**src/rtl/qlt_pkg.sv**
```systemverilog
package qlt_pkg;

    localparam int QUAD_W = 4;
    localparam int LUT_W  = 1 << QUAD_W;

    typedef logic [LUT_W-1:0] lut_t;

    // Truth table for one quad from a masked value compare
    function automatic lut_t build_lut(input logic [QUAD_W-1:0] val,
                                       input logic [QUAD_W-1:0] msk);
        lut_t t;
        logic [QUAD_W-1:0] jv;
        t = '1;
        for (int j = 0; j < LUT_W; j++) begin
            jv = QUAD_W'(j);
            for (int k = 0; k < QUAD_W; k++) begin
                if (msk[k] && (val[k] != jv[k])) begin
                    t[j] = 1'b0;
                end
            end
        end
        return t;
    endfunction

    // Reflected table: every index complemented
    function automatic lut_t mirror_lut(input lut_t t);
        lut_t r;
        for (int j = 0; j < LUT_W; j++) begin
            r[j] = t[LUT_W-1-j];
        end
        return r;
    endfunction

endpackage

```
**src/rtl/qlt_cfg.sv**
```systemverilog
module qlt_cfg
    import qlt_pkg::*;
#(
    parameter  int NUM_QUADS = 4,
    parameter  int ADDR_W    = 3,
    localparam int CH        = NUM_QUADS * QUAD_W
) (
    input  logic                                clk,
    input  logic                                rst_n,
    input  logic                                cfg_we,
    input  logic [ADDR_W-1:0]                   cfg_addr,
    input  logic [CH-1:0]                       cfg_wdata,
    input  logic                                cfg_neg,
    output logic [NUM_QUADS-1:0][LUT_W-1:0]     lut_o,
    output logic [CH-1:0]                       rise_o,
    output logic [CH-1:0]                       fall_o
);

    localparam logic [ADDR_W-1:0] A_RISE  = ADDR_W'(NUM_QUADS);
    localparam logic [ADDR_W-1:0] A_FALL  = ADDR_W'(NUM_QUADS + 1);
    localparam logic [ADDR_W-1:0] A_HVAL  = ADDR_W'(NUM_QUADS + 2);
    localparam logic [ADDR_W-1:0] A_APPLY = ADDR_W'(NUM_QUADS + 3);

    typedef struct packed {
        logic [NUM_QUADS-1:0][LUT_W-1:0] lut;
        logic [CH-1:0]                   rise;
        logic [CH-1:0]                   fall;
        logic [CH-1:0]                   hval;
    } cfg_t;

    cfg_t cfg_d, cfg_q;
    lut_t built;

    always_comb begin
        cfg_d = cfg_q;
        built = '1;
        if (cfg_we) begin
            for (int q = 0; q < NUM_QUADS; q++) begin
                if (cfg_addr == ADDR_W'(q)) begin
                    cfg_d.lut[q] = LUT_W'(cfg_wdata);
                end
            end
            if (cfg_addr == A_RISE) cfg_d.rise = cfg_wdata;
            if (cfg_addr == A_FALL) cfg_d.fall = cfg_wdata;
            if (cfg_addr == A_HVAL) cfg_d.hval = cfg_wdata;
            if (cfg_addr == A_APPLY) begin
                for (int q = 0; q < NUM_QUADS; q++) begin
                    built = build_lut(cfg_q.hval[q*QUAD_W +: QUAD_W],
                                      cfg_wdata[q*QUAD_W +: QUAD_W]);
                    cfg_d.lut[q] = cfg_neg ? mirror_lut(built) : built;
                end
            end
        end
    end

    always_ff @(posedge clk) begin
        if (!rst_n) begin
            cfg_q.lut  <= '1;
            cfg_q.rise <= '0;
            cfg_q.fall <= '0;
            cfg_q.hval <= '0;
        end else begin
            cfg_q <= cfg_d;
        end
    end

    assign lut_o  = cfg_q.lut;
    assign rise_o = cfg_q.rise;
    assign fall_o = cfg_q.fall;

    // a zero mask leaves every table fully don't-care
    p_zero_mask_r3: assert property (@(posedge clk) disable iff (!rst_n)
        (cfg_we && cfg_addr == A_APPLY && cfg_wdata == '0) |=> (lut_o == '1));

    // direct write to quad 0 lands in quad 0's table
    p_direct_write_r2: assert property (@(posedge clk) disable iff (!rst_n)
        (cfg_we && cfg_addr == '0) |=> (lut_o[0] == LUT_W'($past(cfg_wdata))));

endmodule

```
**src/rtl/qlt_match.sv**
```systemverilog
module qlt_match
    import qlt_pkg::*;
#(
    parameter  int NUM_QUADS = 4,
    localparam int CH        = NUM_QUADS * QUAD_W
) (
    input  logic [NUM_QUADS-1:0][LUT_W-1:0] lut_i,
    input  logic [CH-1:0]                   rise_i,
    input  logic [CH-1:0]                   fall_i,
    input  logic [CH-1:0]                   cur_i,
    input  logic [CH-1:0]                   prev_i,
    input  logic                            first_i,
    output logic                            edge_en_o,
    output logic                            hit_o
);

    logic [NUM_QUADS-1:0] quad_hit;
    logic                 level_ok;
    logic                 rise_ok;
    logic                 fall_ok;

    for (genvar q = 0; q < NUM_QUADS; q++) begin : g_quad
        assign quad_hit[q] = lut_i[q][cur_i[q*QUAD_W +: QUAD_W]];
    end

    assign level_ok  = &quad_hit;
    assign rise_ok   = ((~prev_i & cur_i & rise_i) == rise_i);
    assign fall_ok   = ((prev_i & ~cur_i & fall_i) == fall_i);
    assign edge_en_o = |(rise_i | fall_i);
    assign hit_o     = level_ok && (!edge_en_o || (rise_ok && fall_ok && !first_i));

endmodule

```
**src/rtl/quad_lut_trigger.sv**
```systemverilog
module quad_lut_trigger
    import qlt_pkg::*;
#(
    parameter  int NUM_QUADS = 4,
    parameter  int IDX_W     = 16,
    localparam int CH        = NUM_QUADS * QUAD_W,
    localparam int ADDR_W    = $clog2(NUM_QUADS + 4)
) (
    input  logic              clk,
    input  logic              rst_n,
    input  logic              cfg_we,
    input  logic [ADDR_W-1:0] cfg_addr,
    input  logic [CH-1:0]     cfg_wdata,
    input  logic              cfg_neg,
    input  logic              arm,
    input  logic              smp_valid,
    input  logic [CH-1:0]     smp_data,
    output logic              trig_pulse,
    output logic [IDX_W-1:0]  trig_index
);

    typedef struct packed {
        logic             armed;
        logic             first;
        logic [CH-1:0]    prev;
        logic [IDX_W-1:0] cnt;
        logic             pulse;
        logic [IDX_W-1:0] idx;
    } st_t;

    st_t st_d, st_q;

    logic [NUM_QUADS-1:0][LUT_W-1:0] lut;
    logic [CH-1:0]                   rise_m;
    logic [CH-1:0]                   fall_m;
    logic                            edge_en;
    logic                            hit;

    qlt_cfg #(.NUM_QUADS(NUM_QUADS), .ADDR_W(ADDR_W)) u_cfg (
        .clk       (clk),
        .rst_n     (rst_n),
        .cfg_we    (cfg_we),
        .cfg_addr  (cfg_addr),
        .cfg_wdata (cfg_wdata),
        .cfg_neg   (cfg_neg),
        .lut_o     (lut),
        .rise_o    (rise_m),
        .fall_o    (fall_m)
    );

    qlt_match #(.NUM_QUADS(NUM_QUADS)) u_match (
        .lut_i     (lut),
        .rise_i    (rise_m),
        .fall_i    (fall_m),
        .cur_i     (smp_data),
        .prev_i    (st_q.prev),
        .first_i   (st_q.first),
        .edge_en_o (edge_en),
        .hit_o     (hit)
    );

    always_comb begin
        st_d       = st_q;
        st_d.pulse = 1'b0;
        if (smp_valid) begin
            st_d.prev = smp_data;
        end
        if (arm) begin
            st_d.armed = 1'b1;
            st_d.first = 1'b1;
            st_d.cnt   = '0;
        end else if (st_q.armed && smp_valid) begin
            st_d.cnt   = st_q.cnt + 1'b1;
            st_d.first = 1'b0;
            if (hit) begin
                st_d.pulse = 1'b1;
                st_d.idx   = st_q.cnt;
                st_d.armed = 1'b0;
            end
        end
    end

    always_ff @(posedge clk) begin
        if (!rst_n) begin
            st_q <= '0;
        end else begin
            st_q <= st_d;
        end
    end

    assign trig_pulse = st_q.pulse;
    assign trig_index = st_q.idx;

    // pulse never lasts two cycles
    p_single_pulse_r8: assert property (@(posedge clk) disable iff (!rst_n)
        trig_pulse |=> !trig_pulse);

    // index only moves together with a pulse
    p_index_hold_r8: assert property (@(posedge clk) disable iff (!rst_n)
        !trig_pulse |-> $stable(trig_index));

    // a pulse leaves the unit disarmed
    p_disarm_r9: assert property (@(posedge clk) disable iff (!rst_n)
        trig_pulse |-> !st_q.armed);

    // a pulse needs an armed unit that saw a valid sample
    p_from_armed_r9: assert property (@(posedge clk) disable iff (!rst_n)
        trig_pulse |-> $past(st_q.armed && smp_valid && !arm));

    // first sample after arming cannot fire with edges enabled
    p_first_no_edge_r7: assert property (@(posedge clk) disable iff (!rst_n)
        (st_q.armed && st_q.first && smp_valid && !arm && edge_en) |=> !trig_pulse);

    // idle cycles keep the previous sample and fire nothing
    p_idle_quiet_r10: assert property (@(posedge clk) disable iff (!rst_n)
        !smp_valid |=> ($stable(st_q.prev) && !trig_pulse));

endmodule

```
**config.mk**
```make
export PLATFORM = sky130hd
export DESIGN_NAME = quad_lut_trigger
export DESIGN_NICKNAME = d
export VERILOG_FILES = /design/src/rtl/qlt_pkg.sv /design/src/rtl/qlt_cfg.sv /design/src/rtl/qlt_match.sv /design/src/rtl/quad_lut_trigger.sv
export SDC_FILE = /design/constraint.sdc
export NUM_CORES = 1
export LEC_CHECK = 0
export ABC_AREA = 1
export ABC_CLOCK_PERIOD_IN_PS = 2050
export BUFFER_PORTS_ARGS = -buffer_cell sky130_fd_sc_hd__buf_2
export CAP_MARGIN = 20
export CORE_MARGIN = 2
export CORE_UTILIZATION = 30
export CTS_CLUSTER_SIZE = 30
export DETAILED_ROUTE_END_ITERATION = 16
export SLEW_MARGIN = 40
export SYNTH_ARGS = -nofsm -noshare
export SYNTH_HDL_FRONTEND = slang
export SYNTH_SLANG_ARGS = --single-unit
```
**constraint.sdc**
```tcl
create_clock -name clk -period 2.05 [get_ports clk]
set_input_delay 0.3075 -clock clk [delete_from_list [all_inputs] [get_ports clk]]
set_output_delay 0.3075 -clock clk [all_outputs]
set_load 0.05 [all_outputs]
```
==> flow_metrics.env <==
export IMPL_outcome="completed"
export IMPL_path_max_fanout=4
export IMPL_critPathRequiredTime_ps=2380
export IMPL_fin_skew_ps=17.0
export IMPL_dp_cells=1718
export IMPL_hold_violations=0
export IMPL_clock_latency_ps=440
export IMPL_areaGrowthSynthToFinish_pct=13.1
export IMPL_drtIter0Drc=788
export IMPL_vias=8865
export IMPL_critPathKind="register to register"
export IMPL_path_clk_slew_ps=80
export IMPL_fill_cells=3089
export IMPL_final_max_slew_viol_count=0
export IMPL_htreeDepth=4
export IMPL_die_w_um=174
export IMPL_end_kind="register"
export IMPL_hold_path_depth=3
export IMPL_r2r_setup_slack_ps=280
export IMPL_r2r_end="st_q[31]"
export IMPL_cts_tree="built"
export IMPL_final_common_cell="nand2_1"
export IMPL_gp_congestion=0.904
export IMPL_io_pins=58
export IMPL_hold_buffers=0
export IMPL_fin_crit_sh_pct=86.4
export IMPL_hold_end="trig_pulse"
export IMPL_vias_per_cell=5.07
export IMPL_final_cell_area_um2=9830
export IMPL_diodes=0
export IMPL_powerDensity_nw_per_um2=789
export IMPL_cts_resized=0
export IMPL_final_util_pct=34.3
export IMPL_ir_drop_mv=0.576
export IMPL_routed_wirelength_um=26800
export IMPL_worstReg2RegStart="st_q[18]"
export IMPL_routedWlPerCell_um=15.3
export IMPL_worst_path_largest_cell_delay_ps=400
export IMPL_final_antenna_net_count=0
export IMPL_yosysWarningCount=0
export IMPL_rsz0062_at_grt="no"
export IMPL_relSlewSlack_pct=53.3
export IMPL_cts_buffer_depth=2
export IMPL_min_from="rst_n"
export IMPL_ys_seq_elements=163
export IMPL_grt_pass1_wl_um=42900
export IMPL_core_area_um2=28600
export IMPL_setup_tns_ps=0
export IMPL_numCtsBuffers=17
export IMPL_postSynthCellCount=1344
export IMPL_grt_max_degree=99
export IMPL_overflow=0
export IMPL_drive_gt1_share_pct=10.8
export IMPL_cpLargestDelayFamily="simple AND/OR/NAND/NOR gates"
export IMPL_drv_cap=0
export IMPL_syn_area_um2=8700
export IMPL_grt_total_usage_pct=17.7
export IMPL_min_path_type="input port to register"
export IMPL_drc_errors=0
export IMPL_post_cts_buffers=0
export IMPL_syn_avg_cell_area_um2=6.47
export IMPL_numClockSinks=163
export IMPL_dpl_cell_area_um2=9260
export IMPL_die_area_um2=30400
export IMPL_placementRows=62
export IMPL_worst_slew_pin_slew_ps=699
export IMPL_first_global_vias=7956
export IMPL_worstPathCellList="ha_1, inv_1, nor3_1, nand2_1, nor2_1, nand4_1, nor3_1, nand2_1, nand2_1, nor2_1"
export IMPL_r2r_cells=10
export IMPL_initial_core_util_pct=30.4
export IMPL_instances_no_fill=1750
export IMPL_max_freq_ghz=0.565
export IMPL_period_minus_slack_ps=1770
export IMPL_critPathBufInv=1
export IMPL_layout_nets=1395
export IMPL_final_cell_mix="nand2_1 (376), a21oi_1 (218), dfxtp_1 (163)"
export IMPL_cpMaxStageDelayCell="dfxtp_1"
export IMPL_ys_seq_area_share_pct=37.5
export IMPL_critPathLaunchType="register"
export IMPL_worstPathArrival_ps=2100
export IMPL_ys_types=35
export IMPL_finalSetupViolCount=0
export IMPL_p_leak_nw=4.33
export IMPL_cts_root_buf="clkbuf_16"
export IMPL_port_buffers=57
export IMPL_syn_num_nets=1386
export IMPL_die_h_um=174
export IMPL_firstDrtPassIters=7
export IMPL_dp_hpwl_um=18900
export IMPL_antenna_found_initial=0
export IMPL_cp_common_cell="nand2_1"
[sequential cells by signal, summed over array words and instances, names as in the netlist]
register	cells
u_cfg.lut_o	64
st_q	34
trig_index	16
u_cfg.cfg_q	16
u_cfg.fall_o	16
u_cfg.rise_o	16
trig_pulse	1
[metrics by stage]
stage	setup WS (ps)	hold slack, ps	total power, mW
after floorplan	481	420	4.26
after global placement	113	432	4.62
after detailed placement	83.7	437	4.64
after CTS	266	162	7.79
after global routing	13.2	190	8.13
final	279	168	7.76
[per-layer routing]
metal / part of all wire, % / global-route usage, %
met3: 5.8 / 3.30
met4: 2.2 / 5.60
met1: 46 / 24.0
met5: 0 / 0
met2: 46 / 28.5
[worst register-to-register path, cell delays in order (launching register included)]
cell     delay (ps)
dfxtp_1         400
ha_1            170
inv_1            50
nor3_1          170
nand2_1         100
nor2_1          160
nand4_1         210
nor3_1          250
nand2_1          70
nand2_1          60
nor2_1           40
[area by class of cell]
cell class              count  area, um2  area share (%)
clock buffers              17        425            4.33
well taps                 384        480            4.89
clock inverters            15        150            1.53
flip-flops and latches    163       3260            33.2
inverters                  91        342            3.47
repair buffers             77        513            5.22
multi-input cells        1003       4660            47.4
[cells in the mapped netlist, drive strengths merged]
cell    count  share of area (%)
a21boi      3               0.30
a21oi     218                 13
buf        33                2.8
clkbuf     54                2.3
clkinv      3               0.13
dfxtp     163                 38
ha          1               0.14
inv        88                3.8
nand2     380                 17
nand3     110                7.0
nand4      53                3.8
nor2       97                4.4
nor3        4               0.23
nor3b       1              0.086
nor4        8               0.58
o211ai      9               0.78
o21a        1              0.086
o21ai     115                6.7
or2         3               0.22
[logic make-up (layout without fill, tap and decap cells)]
group	Yosys count	in the layout	share of synthesized area, %
simple gates	656	656	32.9
fa+ha+maj	1	1	0.144
buf+inv	178	200	9.05
compound gates	346	346	20.4
flops	163	163	37.5
[worst max-delay path by stage]
stage                             from              to  slack (ps)  depth (start not counted)
final                         st_q[18]        st_q[31]         280                         10
after global routing          st_q[17]        st_q[31]          10                         10
after CTS                     st_q[17]        st_q[31]         270                         10
after detailed placement   smp_data[4]  trig_index[15]          80                         12
after global placement     smp_data[0]   trig_index[2]         110                         12
after floorplan           smp_data[12]  trig_index[10]         480                         15
[where the power goes]
part / internal (mW) / leakage (nW) / total [mW] / switching (mW)
Sequential: 3.32 / 1.33 / 3.41 / 0.0904
Clock: 1.63 / 0.283 / 3.18 / 1.54
Combinational: 0.370 / 2.72 / 1.17 / 0.805
Total: 5.32 / 4.33 / 7.76 / 2.44
No activity file was read; power rests on OpenSTA's default activity.
